`src/rtl/hgb_pkg.sv`:
```
package hgb_pkg;
  localparam int REG_W   = 32;
  localparam int THR_W   = 22;
  localparam int DLY_W   = 8;
  localparam int EN_BIT  = 31;
  localparam int ST_BIT  = 30;

  typedef logic [THR_W-1:0] thr_t;
  typedef logic [DLY_W-1:0] dly_t;

  typedef struct packed {
    logic en;
    logic status;
    dly_t dly;
    thr_t thr;
  } ctl_word_t;

  // magnitude of change between two samples
  function automatic thr_t abs_diff(input thr_t a, input thr_t b);
    return (a > b) ? (a - b) : (b - a);
  endfunction

  // strict comparison: equal distance is inside the guardband
  function automatic logic beyond_guard(input thr_t now_v, input thr_t old_v, input thr_t lim);
    return abs_diff(now_v, old_v) > lim;
  endfunction

  // zero is not a usable delay; run it as one frame
  function automatic dly_t eff_delay(input dly_t d);
    return (d == '0) ? dly_t'(1) : d;
  endfunction

  // count up, clamp at the limit (also clamps if already above it)
  function automatic dly_t sat_inc(input dly_t c, input dly_t lim);
    return (c >= lim) ? lim : dly_t'(c + dly_t'(1));
  endfunction
endpackage

```
`src/rtl/hgb_regfile.sv`:
```
module hgb_regfile
  import hgb_pkg::*;
(
  input  logic             clk,
  input  logic             rst_n,
  input  logic             wr,
  input  logic [REG_W-1:0] wdata,
  input  logic             vblank,
  input  logic             event_set,
  output logic [REG_W-1:0] rdata,
  output logic             en_q,
  output logic             status_q,
  output dly_t             act_dly,
  output thr_t             act_thr
);
  ctl_word_t w;
  dly_t      sh_dly;
  thr_t      sh_thr;
  logic      clr_req;

  assign w       = ctl_word_t'(wdata);
  assign clr_req = wr && w.status;

  always_ff @(posedge clk) begin
    if (!rst_n) begin
      en_q     <= 1'b0;
      status_q <= 1'b0;
      sh_dly   <= '0;
      sh_thr   <= '0;
      act_dly  <= '0;
      act_thr  <= '0;
    end else begin
      if (wr) begin
        en_q   <= w.en;
        sh_dly <= w.dly;
        sh_thr <= w.thr;
      end
      // hardware set has priority over a same-cycle clear
      if (event_set)    status_q <= 1'b1;
      else if (clr_req) status_q <= 1'b0;
      if (vblank) begin
        act_dly <= sh_dly;
        act_thr <= sh_thr;
      end
    end
  end

  assign rdata = {en_q, status_q, sh_dly, sh_thr};
endmodule

```
`src/rtl/hgb_seg_tracker.sv`:
```
module hgb_seg_tracker
  import hgb_pkg::*;
#(
  parameter int SEG_COUNT = 8
)(
  input  logic clk,
  input  logic rst_n,
  input  logic seg_valid,
  input  thr_t seg_value,
  input  logic frame_end,
  input  thr_t act_thr,
  output logic frame_hit
);
  localparam int IDX_W = $clog2(SEG_COUNT + 1);
  localparam logic [IDX_W-1:0] IDX_END = IDX_W'(SEG_COUNT);

  logic [IDX_W-1:0]     idx_q;
  logic [SEG_COUNT-1:0] seg_hit;
  logic                 hit_q;
  logic                 any_hit;

  always_ff @(posedge clk) begin
    if (!rst_n)                             idx_q <= '0;
    else if (frame_end)                     idx_q <= '0;
    else if (seg_valid && idx_q != IDX_END) idx_q <= idx_q + IDX_W'(1);
  end

  for (genvar g = 0; g < SEG_COUNT; g++) begin : g_seg
    thr_t prev_q;
    logic take;
    assign take = seg_valid && (idx_q == IDX_W'(g));
    always_ff @(posedge clk) begin
      if (!rst_n)    prev_q <= '0;
      else if (take) prev_q <= seg_value;
    end
    assign seg_hit[g] = take && beyond_guard(seg_value, prev_q, act_thr);
  end

  assign any_hit = |seg_hit;

  always_ff @(posedge clk) begin
    if (!rst_n)         hit_q <= 1'b0;
    else if (frame_end) hit_q <= 1'b0;
    else if (any_hit)   hit_q <= 1'b1;
  end

  assign frame_hit = hit_q;
endmodule

```
`src/rtl/hgb_frame_counter.sv`:
```
module hgb_frame_counter
  import hgb_pkg::*;
(
  input  logic clk,
  input  logic rst_n,
  input  logic frame_end,
  input  logic frame_hit,
  input  dly_t act_dly,
  input  logic status_q,
  output dly_t frame_cnt,
  output dly_t eff_dly,
  output logic event_set,
  output logic delay_err
);
  dly_t cnt_q;
  dly_t cnt_up;
  logic reach;

  assign eff_dly   = eff_delay(act_dly);
  assign cnt_up    = sat_inc(cnt_q, eff_dly);
  assign reach     = frame_hit && (cnt_up == eff_dly);
  assign event_set = frame_end && reach && !status_q;
  assign delay_err = (act_dly == '0);

  always_ff @(posedge clk) begin
    if (!rst_n)         cnt_q <= '0;
    else if (frame_end) cnt_q <= frame_hit ? cnt_up : '0;
  end

  assign frame_cnt = cnt_q;
endmodule

```
`src/rtl/hgb_irq_ctrl.sv`:
```
module hgb_irq_ctrl
  import hgb_pkg::*;
#(
  parameter int SEG_COUNT = 8
)(
  input  logic             clk,
  input  logic             rst_n,
  input  logic             reg_wr,
  input  logic [REG_W-1:0] reg_wdata,
  output logic [REG_W-1:0] reg_rdata,
  input  logic             vblank_start,
  input  logic             frame_end,
  input  logic             seg_valid,
  input  logic [THR_W-1:0] seg_value,
  output logic             irq,
  output logic             delay_err
);
  logic en_q, status_q, frame_hit, event_set, irq_q;
  dly_t act_dly, frame_cnt, eff_dly;
  thr_t act_thr;

  hgb_regfile u_regs (
    .clk      (clk),
    .rst_n    (rst_n),
    .wr       (reg_wr),
    .wdata    (reg_wdata),
    .vblank   (vblank_start),
    .event_set(event_set),
    .rdata    (reg_rdata),
    .en_q     (en_q),
    .status_q (status_q),
    .act_dly  (act_dly),
    .act_thr  (act_thr)
  );

  hgb_seg_tracker #(.SEG_COUNT(SEG_COUNT)) u_segs (
    .clk      (clk),
    .rst_n    (rst_n),
    .seg_valid(seg_valid),
    .seg_value(seg_value),
    .frame_end(frame_end),
    .act_thr  (act_thr),
    .frame_hit(frame_hit)
  );

  hgb_frame_counter u_cnt (
    .clk      (clk),
    .rst_n    (rst_n),
    .frame_end(frame_end),
    .frame_hit(frame_hit),
    .act_dly  (act_dly),
    .status_q (status_q),
    .frame_cnt(frame_cnt),
    .eff_dly  (eff_dly),
    .event_set(event_set),
    .delay_err(delay_err)
  );

  // interrupt is refreshed once per frame
  always_ff @(posedge clk) begin
    if (!rst_n)         irq_q <= 1'b0;
    else if (frame_end) irq_q <= en_q && (status_q || event_set);
  end

  assign irq = irq_q;
endmodule

```
`config.mk`:
```
export PLATFORM = sky130hd
export DESIGN_NAME = hgb_irq_ctrl
export DESIGN_NICKNAME = d
export VERILOG_FILES = /design/src/rtl/hgb_pkg.sv /design/src/rtl/hgb_regfile.sv /design/src/rtl/hgb_seg_tracker.sv /design/src/rtl/hgb_frame_counter.sv /design/src/rtl/hgb_irq_ctrl.sv
export SDC_FILE = /design/constraint.sdc
export NUM_CORES = 2
export LEC_CHECK = 0
export BUFFER_PORTS_ARGS = -buffer_cell sky130_fd_sc_hd__buf_2
export CAP_MARGIN = 20
export CORE_AREA = 3 3 499 254
export DETAILED_ROUTE_END_ITERATION = 7
export DIE_AREA = 0 0 502 257
export PLACE_DENSITY = 0.51
export REMOVE_ABC_BUFFERS = 1
export SLEW_MARGIN = 20
export SYNTH_ARGS = -nofsm -noshare
export SYNTH_HDL_FRONTEND = slang
export SYNTH_SLANG_ARGS = --single-unit
```
`constraint.sdc`:
```
create_clock -name clk -period 7.4 [get_ports clk]
set_input_delay 1.48 -clock clk [delete_from_list [all_inputs] [get_ports clk]]
set_output_delay 1.48 -clock clk [all_outputs]
set_load 0.03 [all_outputs]
```
==> impl_metrics.py <==
metrics = {
    "drt": {
        "first_iter_violations": 2622,
        "via_count": 29932,
        "post_drt_wl_per_cell_um": 21.6,
        "routed_wl_um": 124000,
        "first_pass_iters": 5,
        "drc": 0,
        "ant_nets": 0,
        "via_per_inst": 5.22,
    },
    "logic_synthesis": {
        "synth_edf_count": 0,
        "syn_area_per_cell_sq_um": 7.55,
        "yosys_most_used_dff": "dfxtp_1",
        "ys_warn_count": 0,
        "synth_cell_types": 93,
        "synthArstFlopShare_pct": 0,
        "synth-seq-area-share_pct": 16.5,
        "netlist_instances": 4042,
        "synth_area_sq_um": 30500,
        "yosys_register_bits": 252,
    },
    "job": {
        "drv_cap": 0,
    },
    "setup_path": {
        "cp.arrival_ps": 7220,
        "critPathRequiredTime_ps": 7820,
        "cp-end-kind": "flop",
        "rrSetupSlack_ps": 1780,
        "cp_max_fo": 13,
        "critPathKind": "input port to flop",
        "startpoint_type": "input port",
    },
    "timing": {
        "relSlewSlack_pct": 21.9,
        "finalSetupViolCount": 0,
        "rsz0062_at_grt": "false",
        "fin_crit_ps": 6790,
        "drv_slew": 0,
        "post-route-period-util_pct": 91.8,
        "finalHoldViolations": 0,
        "fin_tns_setup_ps": 0,
        "setup_slack_ps": 607,
        "clock.fmax_mhz": 147,
        "finClkSkew_ps": 11.0,
        "worst_pin_slew_ps": 1170,
    },
    "global_route": {
        "antenna_found_initial": 10,
        "grt_pass1_vias": 28555,
        "overflow": 0,
        "grt.total_usage_pct": 18.5,
        "grt_pass1_wl_um": 183000,
        "grt_start_max_net_pins": 133,
    },
    "status": {
        "status": "finished clean",
    },
    "place": {
        "dp_cells": 5665,
        "port_buffers": 93,
        "gp_congestion": 0.913,
        "hpwl_um": 90800,
        "post-place-ws_ps": 74.6,
    },
    "clocking": {
        "clock_sinks": 252,
        "cts_hold_buffers": 0,
        "cts_resized": 0,
        "worstSkewPairLatency_ps": 570,
        "numCtsBuffers": 35,
        "cts_tree": "yes",
        "post_cts_buffers": 0,
        "htree_levels": 2,
        "clkTransAtPathRegs_ps": 70,
        "cts_buffer_depth": 3,
        "root_buffer": "clkbuf_16",
    },
    "power": {
        "p_leak_nw": 14.7,
        "power_density_nw_per_um2": 150,
        "ir_drop_mv": 0.153,
    },
    "layout": {
        "stdcell_count": 5730,
        "area_growth_pct": 12.6,
        "fin_nets": 4685,
        "drive_gt1_share_pct": 8.92,
    },
    "floorplan": {
        "die_w_um": 502,
        "core_sq_um": 123000,
        "initial_core_util_pct": 24.9,
        "dieArea_sq_um": 129000,
        "ios": 94,
        "dieHeight_um": 257,
        "rows": 91,
    },
    "worst_hold_path": {
        "hold_class": "flop to flop",
    },
}
-- per-stage QoR --
step / power [mW] / hold slack (ps) / util, % / cell area [sq um]
3_3_place_gp: 3.21 / 444 / 27.0 / 33100
2_1_floorplan: 2.64 / 436 / - / 29600
5_1_grt: 5.45 / 485 / 28.0 / 34400
3_5_place_dp: 3.24 / 448 / 27.0 / 33100
4_1_cts: 5.20 / 456 / 28.0 / 34400
6_report: 5.17 / 454 / 28.0 / 34400
-- Yosys cell counts, types with 31 or more instances --
cell type / count / area share, %
ha_1: 533 / 22
nand2_1: 518 / 6.4
a21oi_1: 487 / 8.0
inv_1: 308 / 3.8
dfxtp_1: 252 / 17
nor2_1: 215 / 2.6
a21o_1: 207 / 5.1
clkbuf_1: 162 / 2.0
mux2i_1: 162 / 5.3
o21ai_0: 141 / 2.3
xnor2_1: 108 / 3.1
nand3_1: 74 / 1.2
nand4_1: 68 / 1.4
nor3_1: 67 / 1.1
xor2_1: 64 / 1.8
o21a_1: 50 / 1.2
nor2b_1: 49 / 1.0
o21bai_1: 43 / 1.1
buf_2: 41 / 0.67
a211oi_1: 40 / 0.98
and3_1: 35 / 0.72
nand2b_1: 31 / 0.64
-- layout make-up --
| cell class | count | area (sq um) |
|---|---|---|
| antenna | 1 | 2.50 |
| clock inverter | 17 | 248 |
| clock buffer | 46 | 1010 |
| sequential | 252 | 5040 |
| multi-input combinational | 3257 | 23400 |
| inverter | 309 | 1170 |
| timing repair buffer | 221 | 1490 |
| fill | 13185 | 88200 |
| tap | 1627 | 2040 |
-- placed cells by master (no fill, tap or decap), types with 37 or more instances in the layout --
cell | netlist | routed
a211oi_1 | 40 | 40
nor2_1 | 215 | 212
inv_1 | 308 | 308
a21oi_1 | 487 | 487
ha_1 | 533 | 533
clkbuf_16 | 0 | 37
o21bai_1 | 43 | 43
o21a_1 | 50 | 50
o21ai_0 | 141 | 140
xnor2_1 | 108 | 108
nor2b_1 | 49 | 49
nand4_1 | 68 | 68
buf_2 | 41 | 92
a21o_1 | 207 | 207
nand2_1 | 518 | 518
dfxtp_1 | 252 | 252
nor3_1 | 67 | 63
nand3_1 | 74 | 74
xor2_1 | 64 | 64
buf_4 | 9 | 124
mux2i_1 | 162 | 162
-- report_power, final --
group | switching [mW] | leakage [nW] | internal [mW]
clock network | 0.753 | 0.617 | 1.17
logic | 1.10 | 12.0 | 0.726
registers | 0.0269 | 2.04 | 1.39
total | 1.88 | 14.7 | 3.28
-- metal layers --
metal	vias up	part of all wire (%)	global-route usage, %
met3	214	5.2	1.86
met4	0	4.4	7.48
li1	14302	-	-
met2	942	43	29.1
met1	14474	47	25.8
met5	-	0	0
-- logic make-up (layout without fill, tap and decap cells) --
kind of cell    count (synthesis)  count (layout)  synth area share, %
flops                         252             252                 16.5
xor+xnor                      172             172                 4.93
fa+ha+maj                     549             549                 22.9
mux                           178             178                 5.91
buf+inv                       533             593                 6.98
compound gates               1205            1205                 25.5
other cells                     0               1                    0
simple gates                 1153            1153                 17.3
-- critical path, stage by stage --
cell       delay [ps]
buf_2             120
inv_1             440
ha_1              300
inv_1              70
fa_1              400
a21o_1            210
a221oi_2          360
o221ai_1          260
o22ai_1           260
o211ai_1          140
a31oi_1           210
nor2_2            200
mux2i_1           180
xnor2_1           340
ha_1              320
a21o_1            180
a21o_1            160
a21oi_1           260
o2111ai_1         220
a21oi_1           220
o22ai_1           120
a2111oi_0         430
buf_4             230
a31oi_1            80
-- state kept, by name (all words and copies together), names as in the netlist --
| signal | flops |
|---|---|
| irq | 1 |
| u_segs.g_seg.prev_q | 176 |
| u_segs.frame_hit | 1 |
| u_segs.idx_q | 4 |
| u_regs.act_thr | 22 |
| u_regs.sh_dly | 8 |
| u_regs.act_dly | 8 |
| u_cnt.frame_cnt | 8 |
| u_regs.en_q | 1 |
| u_regs.sh_thr | 22 |
| u_regs.status_q | 1 |
-- final timing paths --
kind | startpoint | to | cells after the start
setup / recovery | seg_value[0] | u_segs.frame_hit | 24
hold reg to reg | u_segs.g_seg[5].prev_q[21] | u_segs.g_seg[5].prev_q[21] | 2
hold / removal | u_segs.g_seg[5].prev_q[21] | u_segs.g_seg[5].prev_q[21] | 2
setup reg to reg | u_segs.g_seg[4].prev_q[0] | u_segs.frame_hit | 24
No activity file was read; power rests on OpenSTA's default activity.
